--- src/rtl/pic_pkg.sv ---
package pic_pkg;
    localparam int PRIO_W = 4;
    localparam int NLVL   = 1 << PRIO_W;
    localparam int VEC_W  = 8;
    localparam int DATA_W = 32;
    localparam int ADDR_W = 8;

    localparam logic [ADDR_W-1:0] A_GCFG     = 8'h00;
    localparam logic [ADDR_W-1:0] A_FEAT     = 8'h01;
    localparam logic [ADDR_W-1:0] A_SPUR     = 8'h02;
    localparam logic [ADDR_W-1:0] A_TPR      = 8'h03;
    localparam logic [ADDR_W-1:0] A_ACK      = 8'h04;
    localparam logic [ADDR_W-1:0] A_EOI      = 8'h05;
    localparam logic [ADDR_W-1:0] A_SRC_BASE = 8'h40;

    localparam int B_MASK  = 31;
    localparam int B_LEVEL = 23;
    localparam int B_POL   = 22;
    localparam int B_PRIO  = 16;

    typedef struct packed {
        logic              mask;
        logic              level;
        logic              pol;
        logic [PRIO_W-1:0] prio;
        logic [VEC_W-1:0]  vec;
    } src_cfg_t;

    localparam src_cfg_t CFG_RST = '{mask: 1'b1, level: 1'b0, pol: 1'b0,
                                     prio: '0, vec: '0};

    function automatic logic [DATA_W-1:0] cfg_to_word(src_cfg_t c);
        logic [DATA_W-1:0] w;
        w = '0;
        w[B_MASK]              = c.mask;
        w[B_LEVEL]             = c.level;
        w[B_POL]               = c.pol;
        w[B_PRIO +: PRIO_W]    = c.prio;
        w[VEC_W-1:0]           = c.vec;
        return w;
    endfunction

    function automatic src_cfg_t word_to_cfg(logic [DATA_W-1:0] w);
        src_cfg_t c;
        c.mask  = w[B_MASK];
        c.level = w[B_LEVEL];
        c.pol   = w[B_POL];
        c.prio  = w[B_PRIO +: PRIO_W];
        c.vec   = w[VEC_W-1:0];
        return c;
    endfunction
endpackage

--- src/rtl/pic_src_cell.sv ---
module pic_src_cell (
    input  logic clk_i,
    input  logic rst_ni,
    input  logic clr_i,
    input  logic raw_i,
    input  logic level_i,
    input  logic pol_pos_i,
    input  logic ack_clr_i,
    output logic pending_o
);
    typedef struct packed {
        logic prev;
        logic latch;
    } cell_t;

    cell_t cell_d, cell_q;
    logic  edge_hit;
    logic  lvl_active;

    always_comb begin
        lvl_active = (raw_i == pol_pos_i);
        edge_hit   = pol_pos_i ? (raw_i && !cell_q.prev) : (!raw_i && cell_q.prev);
        cell_d.prev = raw_i;
        if (clr_i || level_i) begin
            cell_d.latch = 1'b0;
        end else begin
            cell_d.latch = (cell_q.latch && !ack_clr_i) || edge_hit;
        end
    end

    always_ff @(posedge clk_i or negedge rst_ni) begin
        if (!rst_ni) cell_q <= '0;
        else         cell_q <= cell_d;
    end

    assign pending_o = level_i ? lvl_active : cell_q.latch;

    // a rising edge on a positive edge source is captured
    p_edge_capture_r2: assert property (@(posedge clk_i) disable iff (!rst_ni)
        (!clr_i && !level_i && pol_pos_i && raw_i && !$past(raw_i)) |=> cell_q.latch);
endmodule

--- src/rtl/pic_arbiter.sv ---
module pic_arbiter import pic_pkg::*; #(
    parameter int NSRC  = 8,
    parameter int IDX_W = (NSRC > 1) ? $clog2(NSRC) : 1
) (
    input  logic [NSRC-1:0]             pend_i,
    input  logic [NSRC-1:0]             mask_i,
    input  logic [NSRC-1:0]             route_i,
    input  logic [NSRC-1:0][PRIO_W-1:0] prio_i,
    input  logic [PRIO_W-1:0]           thr_i,
    output logic                        found_o,
    output logic [IDX_W-1:0]            win_idx_o,
    output logic [PRIO_W-1:0]           win_prio_o
);
    always_comb begin
        found_o    = 1'b0;
        win_idx_o  = '0;
        win_prio_o = '0;
        for (int i = 0; i < NSRC; i++) begin
            if (pend_i[i] && !mask_i[i] && route_i[i] && (prio_i[i] > thr_i)
                && (!found_o || (prio_i[i] > win_prio_o))) begin
                found_o    = 1'b1;
                win_idx_o  = IDX_W'(i);
                win_prio_o = prio_i[i];
            end
        end
    end

    always_comb begin
        if (found_o) begin
            p_win_above_thr_r7: assert (win_prio_o > thr_i);
            p_win_unmasked_r1:  assert (!mask_i[win_idx_o]);
            p_win_routed_r10:   assert (route_i[win_idx_o]);
        end
    end
endmodule

--- src/rtl/prio_irq_ctrl.sv ---
module prio_irq_ctrl import pic_pkg::*; #(
    parameter int NSRC    = 8,
    parameter int NCPU    = 4,
    parameter int CPU_ID  = 0,
    parameter int VERSION = 2,
    parameter int RST_CYC = 4
) (
    input  logic              clk_i,
    input  logic              rst_ni,
    input  logic              bus_wr_i,
    input  logic              bus_rd_i,
    input  logic [ADDR_W-1:0] bus_addr_i,
    input  logic [DATA_W-1:0] bus_wdata_i,
    output logic [DATA_W-1:0] bus_rdata_o,
    input  logic [NSRC-1:0]   src_in_i,
    output logic              irq_o
);
    localparam int IDX_W = (NSRC > 1) ? $clog2(NSRC) : 1;
    localparam int CNT_W = $clog2(RST_CYC + 1);
    localparam logic [DATA_W-1:0] FEAT_WORD =
        {4'd0, 4'(VERSION), 8'd0, 8'(NCPU - 1), 8'(NSRC - 1)};

    typedef struct packed {
        src_cfg_t [NSRC-1:0] cfg;
        logic [NSRC-1:0]     dest;
        logic [VEC_W-1:0]    spur;
        logic [PRIO_W-1:0]   tpr;
        logic [NLVL-1:0]     isr;
        logic [CNT_W-1:0]    rcnt;
        logic [DATA_W-1:0]   rdata;
    } state_t;

    function automatic state_t rst_state();
        state_t s;
        for (int i = 0; i < NSRC; i++) s.cfg[i] = CFG_RST;
        s.dest  = '0;
        s.spur  = '1;
        s.tpr   = '0;
        s.isr   = '0;
        s.rcnt  = '0;
        s.rdata = '0;
        return s;
    endfunction

    state_t state_d, state_q;

    logic [NSRC-1:0]             pend, mask_v, route_v, ack_clr;
    logic [NSRC-1:0][PRIO_W-1:0] prio_v;
    logic                        found, busy, ack_fire;
    logic [IDX_W-1:0]            win_idx;
    logic [PRIO_W-1:0]           win_prio, isr_top, thr;
    logic [DATA_W-1:0]           rd_word;
    logic                        unused_wbits;

    assign unused_wbits = ^bus_wdata_i;
    assign busy = (state_q.rcnt != '0);

    for (genvar g = 0; g < NSRC; g++) begin : g_src
        pic_src_cell u_cell (
            .clk_i     (clk_i),
            .rst_ni    (rst_ni),
            .clr_i     (busy),
            .raw_i     (src_in_i[g]),
            .level_i   (state_q.cfg[g].level),
            .pol_pos_i (state_q.cfg[g].pol),
            .ack_clr_i (ack_clr[g]),
            .pending_o (pend[g])
        );
        assign mask_v[g]  = state_q.cfg[g].mask;
        assign route_v[g] = state_q.dest[g];
        assign prio_v[g]  = state_q.cfg[g].prio;
        assign ack_clr[g] = ack_fire && (win_idx == IDX_W'(g));
    end

    always_comb begin
        isr_top = '0;
        for (int l = 0; l < NLVL; l++) begin
            if (state_q.isr[l]) isr_top = PRIO_W'(l);
        end
        thr = (state_q.tpr > isr_top) ? state_q.tpr : isr_top;
    end

    pic_arbiter #(.NSRC(NSRC), .IDX_W(IDX_W)) u_arb (
        .pend_i     (pend),
        .mask_i     (mask_v),
        .route_i    (route_v),
        .prio_i     (prio_v),
        .thr_i      (thr),
        .found_o    (found),
        .win_idx_o  (win_idx),
        .win_prio_o (win_prio)
    );

    assign ack_fire = bus_rd_i && (bus_addr_i == A_ACK) && found && !busy;

    always_comb begin
        case (bus_addr_i)
            A_GCFG:  rd_word = DATA_W'(busy);
            A_FEAT:  rd_word = FEAT_WORD;
            A_SPUR:  rd_word = DATA_W'(state_q.spur);
            A_TPR:   rd_word = DATA_W'(state_q.tpr);
            A_ACK:   rd_word = found ? DATA_W'(state_q.cfg[win_idx].vec)
                                     : DATA_W'(state_q.spur);
            default: begin
                rd_word = '0;
                for (int i = 0; i < NSRC; i++) begin
                    if (bus_addr_i == A_SRC_BASE + ADDR_W'(2 * i))
                        rd_word = cfg_to_word(state_q.cfg[i]);
                    if (bus_addr_i == A_SRC_BASE + ADDR_W'(2 * i + 1))
                        rd_word = DATA_W'(state_q.dest[i]) << CPU_ID;
                end
            end
        endcase
    end

    always_comb begin
        state_d = state_q;
        if (busy) begin
            state_d      = rst_state();
            state_d.rcnt = state_q.rcnt - 1'b1;
        end else begin
            if (bus_wr_i) begin
                case (bus_addr_i)
                    A_GCFG: if (bus_wdata_i[0]) state_d.rcnt = CNT_W'(RST_CYC);
                    A_SPUR: state_d.spur = bus_wdata_i[VEC_W-1:0];
                    A_TPR:  state_d.tpr  = bus_wdata_i[PRIO_W-1:0];
                    A_EOI:  if (state_q.isr != '0) state_d.isr[isr_top] = 1'b0;
                    default: begin
                        for (int i = 0; i < NSRC; i++) begin
                            if (bus_addr_i == A_SRC_BASE + ADDR_W'(2 * i))
                                state_d.cfg[i] = word_to_cfg(bus_wdata_i);
                            if (bus_addr_i == A_SRC_BASE + ADDR_W'(2 * i + 1))
                                state_d.dest[i] = bus_wdata_i[CPU_ID];
                        end
                    end
                endcase
            end
            if (ack_fire) state_d.isr[win_prio] = 1'b1;
        end
        if (bus_rd_i) state_d.rdata = rd_word;
    end

    always_ff @(posedge clk_i or negedge rst_ni) begin
        if (!rst_ni) state_q <= rst_state();
        else         state_q <= state_d;
    end

    assign bus_rdata_o = state_q.rdata;
    assign irq_o       = found;

    // an acknowledge records the winner's level as in service
    p_ack_marks_isr_r4: assert property (@(posedge clk_i) disable iff (!rst_ni)
        ack_fire |=> state_q.isr[$past(win_prio)]);

    // end-of-interrupt retires exactly one in-service level
    p_eoi_retires_one_r5: assert property (@(posedge clk_i) disable iff (!rst_ni)
        (bus_wr_i && (bus_addr_i == A_EOI) && !busy && (state_q.isr != '0))
        |=> ($countones(state_q.isr) == $countones($past(state_q.isr)) - 1));

    // empty acknowledge returns the spurious vector
    p_spurious_r6: assert property (@(posedge clk_i) disable iff (!rst_ni)
        (bus_rd_i && (bus_addr_i == A_ACK) && !found && !busy)
        |=> (bus_rdata_o == DATA_W'($past(state_q.spur))));

    // task priority 15 blocks everything
    p_tpr_max_blocks_r7: assert property (@(posedge clk_i) disable iff (!rst_ni)
        (state_q.tpr == '1) |-> !irq_o);

    // the soft reset counter always runs down
    p_rst_counts_down_r8: assert property (@(posedge clk_i) disable iff (!rst_ni)
        busy |=> (state_q.rcnt < $past(state_q.rcnt)));

    // once soft reset completes every source is masked and idle
    p_rst_masks_all_r8: assert property (@(posedge clk_i) disable iff (!rst_ni)
        $fell(busy) |-> ((&mask_v) && (state_q.isr == '0) && !irq_o));
endmodule

--- config.mk ---
export PLATFORM = sky130hd
export DESIGN_NAME = prio_irq_ctrl
export DESIGN_NICKNAME = d
export VERILOG_FILES = /design/src/rtl/pic_pkg.sv /design/src/rtl/pic_src_cell.sv /design/src/rtl/pic_arbiter.sv /design/src/rtl/prio_irq_ctrl.sv
export SDC_FILE = /design/constraint.sdc
export NUM_CORES = 1
export LEC_CHECK = 0
export ABC_AREA = 1
export BUFFER_PORTS_ARGS = -buffer_cell sky130_fd_sc_hd__buf_2
export CELL_PAD_IN_SITES_DETAIL_PLACEMENT = 0
export CELL_PAD_IN_SITES_GLOBAL_PLACEMENT = 1
export CORE_MARGIN = 2
export CORE_UTILIZATION = 46
export CTS_BUF_LIST = sky130_fd_sc_hd__clkbuf_2
export DETAILED_ROUTE_END_ITERATION = 8
export MAX_ROUTING_LAYER = met4
export PLACE_DENSITY = 0.82
export SLEW_MARGIN = 10
export SYNTH_ARGS = -nofsm -noshare
export SYNTH_HDL_FRONTEND = slang
export SYNTH_SLANG_ARGS = --single-unit
--- constraint.sdc ---
create_clock -name clk_i -period 13.81 [get_ports clk_i]
set_clock_uncertainty 0.1 [all_clocks]
set_input_delay 0.6905 -clock clk_i [delete_from_list [all_inputs] [get_ports clk_i]]
set_output_delay 0.6905 -clock clk_i [all_outputs]
set_load 0.1 [all_outputs]
==> results of run 1 <==
==> per-stage QoR <==
stage          TNS, ns  hold WS, ns  total power, mW  cells  worst slack (ns)
6_report             0        0.152             1.61   2239              1.26
2_1_floorplan        0        0.295             1.13   1833              2.54
3_3_place_gp         0        0.358             1.26   2178             0.653
4_1_cts              0        0.146             1.61   2227             0.401
5_1_grt         -0.253        0.120             1.73   2239           -0.0521
3_5_place_dp         0        0.363             1.28   2178             0.537
==> cells in the final DEF (no fill, tap or decap), drive strengths merged, types with 7 or more instances in the layout <==
master and n:
a21oi 65, conb 14, o21bai 15, o211ai 8
dlygate4sd3 17, dfstp 16, ha 57, buf 74
o31ai 7, dfrtp 175, nand2 548, or2 9
nand3b 16, nor2 147, nor3 8, o2111ai 19
nand3 120, inv 228, clkbuf 19, o21ai 259
==> critical path, delay by kind of cell (launching register included) <==
kind                       cells  cell delay, ns
and+or+nand+nor               56            5.27
adders and majority gates      9            2.67
buffers and inverters         17            1.38
AOI/OAI and AO/OA             22            2.61
DFF                            1            0.46
==> worst paths after layout <==
kind,endpoint,slack [ns],cells after the start
setup / recovery,bus_rdata_o[4]$_DFFE_PN0P_,1.26,104
hold / removal,bus_rdata_o[18]$_DFFE_PN0P_,0.15,4
setup reg to reg,bus_rdata_o[4]$_DFFE_PN0P_,1.26,104
hold reg to reg,g_src[0].u_cell.cell_q[0]$_DFF_PN0_,0.41,1
max in group asynchronous,prio_v[21]$_DFFE_PN0P_,11.26,4
min in group asynchronous,state_q[90]$_DFFE_PN0P_,0.22,2
==> timing repair <==
action	4_1_cts	5_1_grt
buffers inserted	0	10
endpoints found under the hold margin	69	0
hold buffers	17	0
resized for setup	0	29
setup endpoints to repair	0	32
==> flip-flops by register name (all words and copies together) (netlist names) <==
| name | count |
|---|---|
| prio_v | 32 |
| route_v | 8 |
| g_src.u_cell.cell_q | 16 |
| state_q | 111 |
| bus_rdata_o | 16 |
| mask_v | 8 |
==> synth_stat cells, types with 2 or more instances <==
cell type / count
a211oi_1: 6
nand2_8: 2
nand2_1: 521
nand3_1: 114
a21oi_1: 63
inv_1: 207
dfstp_2: 16
and3_1: 2
o2111ai_1: 19
nand4_1: 5
a221oi_1: 6
o21ai_0: 253
nor3_1: 7
o21ai_1: 6
o221ai_1: 4
dfrtp_1: 175
a21oi_2: 2
buf_4: 35
buf_2: 6
o21bai_1: 15
a31oi_1: 2
nor4_1: 2
o31ai_1: 7
nand3b_1: 16
nand2_4: 6
or2_2: 7
clkbuf_1: 48
o211ai_1: 8
nor2_1: 142
buf_6: 3
a22oi_1: 2
and2_1: 6
nand2_2: 18
ha_1: 57
o22ai_1: 2
nand3_2: 5
inv_2: 13
nor2_2: 4
==> routing by layer <==
metal / global-route usage (%) / up-vias
met3: 2.91 / 54
met4: 8.81 / 0
met5: - / -
li1: - / 5965
met1: 34.5 / 5635
met2: 47.0 / 234
==> final cells by class <==
cell class / count / area [sq um] / share of cell area [%]
Clock buffer: 18 / 90.1 / 0.651
Timing Repair Buffer: 92 / 642 / 4.64
Sequential cell: 191 / 4800 / 34.7
Inverter: 221 / 835 / 6.03
Clock inverter: 14 / 198 / 1.43
Antenna cell: 1 / 2.50 / 0.0181
Tap cell: 372 / 465 / 3.36
Multi-Input combinational cell: 1330 / 6810 / 49.2
==> power groups by stage <==
stage	sequential [mW]	clock (mW)	combinational (mW)
final	0.746	0.332	0.532
after global routing	0.759	0.361	0.615
after CTS	0.744	0.340	0.528
after detailed placement	0.753	0	0.523
after global placement	0.751	0	0.510
after floorplan	0.726	0	0.401
==> cell families (layout without fill, tap and decap cells) <==
| logic type | Yosys count | after routing | share of synthesized area (%) |
|---|---|---|---|
| other | 1 | 15 | 0.0294 |
| AND/OR/NAND/NOR | 862 | 863 | 29.0 |
| flip-flops | 191 | 191 | 37.6 |
| buffers and inverters | 313 | 345 | 10.5 |
| adder cells (fa/ha/maj) | 57 | 57 | 5.59 |
| AO/OA/AOI/OAI | 396 | 396 | 17.3 |
==> impl_metrics.toml, run 1 <==
[worst_setup_path]
worstSetupStartpointType = "register"
critPathLaunch = "state_q[37]$_DFF_PN0_"
arrival_ns = 13.23
worst_path_max_delay_cell = "dfrtp_1"
crit_path_max_incr_delay_ns = 0.46
path_max_fanout = 9
critical_path_class = "reg2reg"
end_kind = "register"
crit-reg2reg-launch = "state_q[37]$_DFF_PN0_"
path_common_cell = "nand2_1"
worstPathRequired_ns = 14.50

[flow_run]
maxCapViolations = 0

[drt]
met2_length_um = 18900
routed_via_density = 5.31
met3_length_um = 1120
drt_wl_total_um = 37800
highest_layer = "met4"
wl_met1_um = 17000
vias = 11900
ant_nets = 0
wl_per_cell_um = 16.9
first_pass_iters = 6
drcViolationCount = 0
drt_iter0_drc = 957

[timing]
maxSlewHeadroom_pct = 26.3
setup_viol = 0
finalHoldViolCount = 0
period_share_pct = 90.8
post-route-min-period_ns = 12.55
max_freq_ghz = 0.0797
worst_slew_pin_slew_ns = 1.10
slew_violations = 0

[pwr]
p_sw_share_pct = 42.5
power.density_nw_per_um2 = 116
cellLeakagePower_nw = 6.86
power_frac_seq_pct = 46.3
irDropWorstVdd_mv = 0.0530
p_int_uw = 926
comb_power_share_pct = 33.0
power.switching_uw = 684
power.clock.fraction_pct = 20.6

[synth]
synth.distinct_cells = 46
ys_warn_count = 0
yosysSeqAreaShare_pct = 37.6
yosysTopAreaCellShare_pct = 34.3
postSynthAreaPerCell_sq_um = 7.01
synth.cell_area_sq_um = 12800
synth.largest_area_cell = "dfrtp_1"
synth_seq_cells = 191
synth_ff_type = "dfrtp_1"
async_flop_share_pct = 100
synthTopCellsByArea = "dfrtp_1 34%, nand2_1 15%, o21ai_0 9.9%"
synth_edf_count = 0
syn_inst = 1820

[finish]
n_fill_cell = 2810
syn_to_final_growth_pct = 8.47
drive_gt1_share_pct = 11.3
final_area_sq_um = 13800
fin_nets = 1962
final_util_pct = 51.1

[floorplan]
die_w_um = 171
pin_count = 85
initial_core_util_pct = 47.1
core_area_sq_um = 27100
die_h_um = 171
core.rowCount = 60
die_area_sq_um = 29100

[grt]
grt-ovfl-total = 0
grt_max_degree = 76
grt_usage_pct = 27.6
grt_pass1_wl_um = 60300
grt_pass1_vias = 11500
antenna_found_initial = 1

[status]
status = "completed"

[placed_design]
place.gp.congestion = 0.910
io_buffers = 53
placed_cell_area_sq_um = 13200
hpwl_um = 28200

[clock_tree]
ctsHtreeMaxLevel = 4
cts.sinks = 191
cts.clk_slew.worst_paths_ns = 0.36
cts_buffer_depth = 2
cts_buffers = 17
clock_latency_ns = 0.82
cts_tree = "done"
cts-root-buf = "clkbuf_2"

[min_path]
min-delay-start = "bus_rd_i"
min_path_type = "in2reg"
Note: power is estimated with default switching activity, not from simulation.
==> run 2: changes to the inputs <==
Settings changed: CORE_UTILIZATION 46 to 35, PLACE_DENSITY 0.82 to 0.65.
==> run 2 against run 1 <==
Final area up 1.6%. First-iteration DRC count down 5.0%. Critical endpoint is now bus_rdata_o[0]$_DFFE_PN0P_. Cell count up 4.5%. Largest cell class unchanged. Sequential power about the same. Highest routed layer unchanged. Count of clock-buffer cells in the layout down 1. Via count up 0.17%.
==> impl_metrics.toml, run 2 (synthesis gave the netlist of run 1 again) <==
[timing]
post-route-min-period_ns = 12.47
setup_viol = 0
max_freq_ghz = 0.0802
maxSlewHeadroom_pct = 24.3
finalHoldViolCount = 0
setup_ws_ns = 1.34
worst_slew_pin_slew_ns = 1.14
slew_violations = 0
period_share_pct = 90.3

[grt]
grt_pass1_wl_um = 65100
grt-ovfl-total = 0
grt_usage_pct = 22.9
grt_pass1_vias = 11100
antenna_found_initial = 1
grt_max_degree = 76

[worst_setup_path]
path_common_cell = "nand2_1"
r2r_end = "bus_rdata_o[0]$_DFFE_PN0P_"
crit_buf_inv = 15
rr_worst_depth = 103
end_kind = "register"
crit_cells = 103
critPathLaunch = "state_q[37]$_DFF_PN0_"
arrival_ns = 13.17
crit_end = "bus_rdata_o[0]$_DFFE_PN0P_"
worstSetupStartpointType = "register"
path_max_fanout = 19
worstPathRequired_ns = 14.51
worst_path_max_delay_cell = "dfrtp_1"
critical_path_class = "reg2reg"
crit-reg2reg-launch = "state_q[37]$_DFF_PN0_"
cp_top_family = "simple AND/OR/NAND/NOR gates"
crit_path_max_incr_delay_ns = 0.45
r2r_slack_ns = 1.34

[floorplan]
pin_count = 85
initial_core_util_pct = 35.7
die_area_sq_um = 38000
core.rowCount = 69
die_h_um = 195
die_w_um = 195
core_area_sq_um = 35700

[drt]
met3_length_um = 1660
ant_nets = 0
drt_iter0_drc = 909
drcViolationCount = 0
first_pass_iters = 7
vias = 11900
highest_layer = "met4"
met2_length_um = 18800
wl_per_cell_um = 18.1
drt_wl_total_um = 42400
routed_via_density = 5.09
wl_met1_um = 21400

[placed_design]
place.gp.congestion = 0.885
hpwl_um = 31400
dp_slack_ns = 0.564
io_buffers = 53

[finish]
fin_nets = 1974
multi_input_area_sq_um = 6850
drive_gt1_share_pct = 11.9
n_fill_cell = 3897
regArea_sq_um = 4800
final_util_pct = 39.3
top_register = "state_q"
largest_register_ffs = 111
layout_common_cells = "516 x nand2_1, 243 x o21ai_0, 202 x inv_1, 175 x dfrtp_1, 139 x nor2_1"
syn_to_final_growth_pct = 10.2
layout_commonest_cell = "nand2_1"

[flow_run]
maxCapViolations = 0

[clock_tree]
clock_latency_ns = 0.88
cts_buffer_depth = 2
cts_buffers = 17
cts.clk_slew.worst_paths_ns = 0.29
cts.sinks = 191
cts_tree = "done"
cts-root-buf = "clkbuf_2"
ctsHtreeMaxLevel = 4

[min_path]
hold_path_depth = 4
min_path_type = "in2reg"

[status]
status = "completed"

[pwr]
cellLeakagePower_nw = 6.90
irDropWorstVdd_mv = 0.0448
power.density_nw_per_um2 = 115
[run 2: cell type report]
type,count,share of cell area [%]
Clock buffer,17,0.605
Inverter,221,5.94
Sequential cell,191,34.2
Tap cell,461,4.10
Timing Repair Buffer,103,5.32
Antenna cell,1,0.0178
Multi-Input combinational cell,1331,48.7
Clock inverter,15,1.13
[run 2: layer usage]
| metal | track usage (%) | vias up |
|---|---|---|
| met2 | 34.6 | 235 |
| met1 | 32.7 | 5659 |
| li1 | - | 5984 |
| met4 | 5.12 | 0 |
| met3 | 2.98 | 30 |
| met5 | - | - |
[run 2: power breakdown]
group	switching, mW	internal, mW	total (mW)	leakage (nW)
combinational	0.401	0.157	0.558	4.19
clock	0.223	0.0869	0.310	0.144
sequential	0.0816	0.664	0.745	2.57
[run 2: how the worst min path moves through the flow]
stage	startpoint	slack, ns	endpoint
global placement	bus_rdata_o[6]$_DFFE_PN0P_	0.36	bus_rdata_o[6]$_DFFE_PN0P_
global route	bus_addr_i[1]	0.03	bus_rdata_o[25]$_DFFE_PN0P_
CTS	bus_addr_i[1]	0.02	bus_rdata_o[25]$_DFFE_PN0P_
floorplan	rst_ni	0.29	bus_rdata_o[0]$_DFFE_PN0P_
detailed placement	bus_rdata_o[0]$_DFFE_PN0P_	0.36	bus_rdata_o[0]$_DFFE_PN0P_
finish	bus_addr_i[1]	0.12	bus_rdata_o[25]$_DFFE_PN0P_
[run 2: worst reg2reg max path: cells and delay by family, from the launching register on]
kind	cells	cell delay, ns
adders and majority gates	9	2.47
and+or+nand+nor	58	5.42
AOI/OAI and AO/OA	21	2.38
buffers and inverters	15	1.59
DFF	1	0.45
[run 2: metrics by stage]
stage / hold WS [ns] / instances / area (sq um) / total power, mW / setup TNS [ns]
after floorplan: 0.295 / 1833 / 12800 / 1.13 / 0
after global placement: 0.360 / 2269 / 13300 / 1.29 / 0
after detailed placement: 0.362 / 2269 / 13300 / 1.30 / 0
after CTS: 0.0163 / 2319 / 13700 / 1.62 / 0
after global routing: 0.0332 / 2340 / 14100 / 1.74 / -0.0115
final: 0.119 / 2340 / 14100 / 1.61 / 0
[run 2: timing repair]
| item | in CTS | in global routing |
|---|---|---|
| hold buffers | 18 | 0 |
| endpoints found under the setup margin | 0 | 32 |
| hold endpoints to repair | 82 | 0 |
| setup buffers | 0 | 16 |
| resized for setup | 0 | 36 |
==> run 3: changes to the inputs <==
Settings changed: ABC_AREA 1 to not set, CORE_MARGIN 2 to not set, PLACE_DENSITY 0.65 to 0.64.
Clock period 13.81 ns to 10.2 ns, I/O delays scaled along.
==> run 3 against run 2 <==
The run now ends with negative setup slack left. Cell count fell by 8.6%. Clock power rose by 44%. Combinational power rose by 36%. Critical path depth fell by 12. Global-route usage rose by 5.4 points. Sequential power rose by 30%. Non-clock buffer count rose by 230. Critical endpoint is now bus_rdata_o[2]$_DFFE_PN0P_.
==> impl_metrics.toml, run 3 <==
[status]
status = "finished with violations"
violations = "negative setup slack"

[worst_setup_path]
arrival_ns = 14.75
r2r_slack_ns = -3.81
worstPathRequired_ns = 10.94
cp_top_family = "compound AO/OA/AOI/OAI gates"
crit_path_max_incr_delay_ns = 0.47
end_kind = "register"
worst_path_max_delay_cell = "dfrtp_1"
critical_path_class = "reg2reg"
crit-reg2reg-launch = "state_q[38]$_DFF_PN0_"
rr_worst_depth = 91
r2r_end = "bus_rdata_o[2]$_DFFE_PN0P_"
path_common_cell = "buf_4"
worstSetupStartpointType = "register"
path_max_fanout = 6
crit_buf_inv = 14

[floorplan]
pin_count = 85
initial_core_util_pct = 35.5
core_area_sq_um = 34500
die_w_um = 189
core.rowCount = 68
die_area_sq_um = 35700
die_h_um = 189

[pwr]
power.total_mw = 2.18
cellLeakagePower_nw = 7.03
comb_power_share_pct = 35.0
power.switching_uw = 940
power.clock.fraction_pct = 20.5
irDropWorstVdd_mv = 0.152
power.density_nw_per_um2 = 135
p_sw_share_pct = 43.2
power_frac_seq_pct = 44.5
p_int_mw = 1.24

[synth]
synth_ff_type = "dfrtp_1"
synth_common_cells = "217 x nand2_1, 175 x dfrtp_1, 160 x o21ai_0"
yosys.area_share.simple_pct = 19.4
synth.cell_area_sq_um = 12200
muxShareOfSynthArea_pct = 3.42
synthAdderAreaFrac_pct = 5.83
synth_most_common_cell = "nand2_1"
synth-xor-area-share_pct = 0.644
synth.distinct_cells = 94
async_flop_share_pct = 100
postSynthAreaPerCell_sq_um = 8.70
yosysSeqAreaShare_pct = 39.2
yosysTopAreaCellShare_pct = 35.8
synthTopCellsByArea = "dfrtp_1 36%, nand2_1 6.7%, o21ai_0 6.5%"
syn_inst = 1407
synth.largest_area_cell = "dfrtp_1"
synth_compound_area_share_pct = 26.2
synth_edf_count = 0
synth_top_family_by_area = "compound AO/OA/AOI/OAI gates"
synth_seq_cells = 191
ys_warn_count = 0

[timing]
setup_ws_ns = -3.81
slew_violations = 0
period_share_pct = 137
rsz0062_at_grt = "true"
worst_slew_pin_slew_ns = 1.18
finalHoldViolCount = 0
setup_viol = 32
max_freq_ghz = 0.0714
post-route-min-period_ns = 14.01
maxSlewHeadroom_pct = 21.1

[drt]
vias = 12200
drt_wl_total_um = 48500
first_pass_iters = 6
highest_layer = "met4"
drcViolationCount = 0
wl_met1_um = 23200
met3_length_um = 3220
wl_per_cell_um = 22.7
routed_via_density = 5.73
drt_iter0_drc = 1046
ant_nets = 0
met2_length_um = 21300

[finish]
largest_register_ffs = 111
drive_gt1_share_pct = 32.5
syn_to_final_growth_pct = 32.1
fin_cells = 2139
layout_common_cells = "230 x buf_4, 212 x nand2_1, 175 x dfrtp_1, 134 x o21ai_0, 94 x nor2_1"
final_area_sq_um = 16200
top_register = "state_q"
layout_commonest_cell = "buf_4"
fin_nets = 1779

[placed_design]
place.gp.congestion = 0.923
hpwl_um = 34500
placed_cells = 2024
placed_cell_area_sq_um = 14400
io_buffers = 53

[grt]
antenna_found_initial = 1
grt_usage_pct = 28.3
grt-ovfl-total = 0
grt_pass1_vias = 11900
grt_max_degree = 79
grt_pass1_wl_um = 74300

[min_path]
min_path_type = "in2async"

[clock_tree]
cts_buffer_depth = 2
cts_buffers = 17
cts.clk_slew.worst_paths_ns = 0.35
clock_latency_ns = 0.88
cts_tree = "done"
ctsHtreeMaxLevel = 4
cts-root-buf = "clkbuf_2"
cts.sinks = 191

[flow_run]
maxCapViolations = 0
==> run 3: cell count changes after synthesis, moves of 16 or more <==
cell	delta
a21o_1	+16
nand2_1	-304
nand2_2	-17
o2111ai_1	-18
o21ai_0	-93
nor2b_1	+16
nand3_1	-52
inv_1	-176
mux2i_1	+17
nor2_1	-40
a22oi_1	+22
o211ai_1	+17
==> run 3: through the flow <==
step	worst slack [ns]	hold slack [ns]	TNS, ns	utilization (%)
floorplan	-3.92	0.114	-114.62	-
global placement	-3.78	0.361	-114.31	41.7
detailed placement	-4.13	0.365	-127.09	41.7
CTS	-3.47	0.0122	-105.92	45.5
global route	-4.67	0.000741	-141.61	46.9
finish	-3.81	0.0667	-115.91	46.9
==> run 3: cell type report <==
type	instances	area [sq um]
clock inverters	15	193
inverters	33	129
clock buffers	17	85.1
well taps	455	569
multi-input cells	1094	7830
fillers	3386	18300
flip-flops and latches	191	4800
diodes	1	2.50
repair buffers	333	2560
==> run 3: how the worst max path moves through the flow <==
stage                               start                         end  slack, ns  cells past startpoint
floorplan           state_q[40]$_DFF_PN0_  bus_rdata_o[2]$_DFFE_PN0P_      -3.92                     88
global placement    state_q[37]$_DFF_PN0_  bus_rdata_o[0]$_DFFE_PN0P_      -3.78                     85
detailed placement  state_q[37]$_DFF_PN0_  bus_rdata_o[0]$_DFFE_PN0P_      -4.13                     86
CTS                 state_q[39]$_DFF_PN0_       state_q[42]$_DFF_PN0_      -3.47                     86
global route        state_q[37]$_DFF_PN0_  bus_rdata_o[2]$_DFFE_PN0P_      -4.67                     94
finish              state_q[38]$_DFF_PN0_  bus_rdata_o[2]$_DFFE_PN0P_      -3.81                     91
==> run 3: layer usage <==
layer  up-vias  global-route usage [%]
met5         -                       -
met4         0                    6.51
met3        52                    4.36
met2       473                    41.4
met1      6026                    41.0
li1       5695                       -
==> run 3: power groups by stage <==
stage	Sequential (mW)	Combinational, mW	Clock, mW
after floorplan	0.925	0.426	0
after global placement	0.968	0.686	0
after detailed placement	0.969	0.693	0
after CTS	0.960	0.720	0.458
after global routing	0.980	0.830	0.485
final	0.969	0.761	0.446
==> run 3: cells by family after synthesis <==
group | count (synthesis)
other | 1
flip-flops | 191
adder cells (fa/ha/maj) | 57
AND/OR/NAND/NOR | 505
multiplexers | 34
buffers and inverters | 135
XOR/XNOR | 9
AO/OA/AOI/OAI | 475
==> run 3: timing repair <==
action,4_1_cts,5_1_grt
pin swaps,49,49
hold buffers,26,0
gates cloned,1,0
setup endpoints to repair,32,32
gates resized for setup,98,91
buffers inserted,46,14
endpoints found under the hold margin,153,0
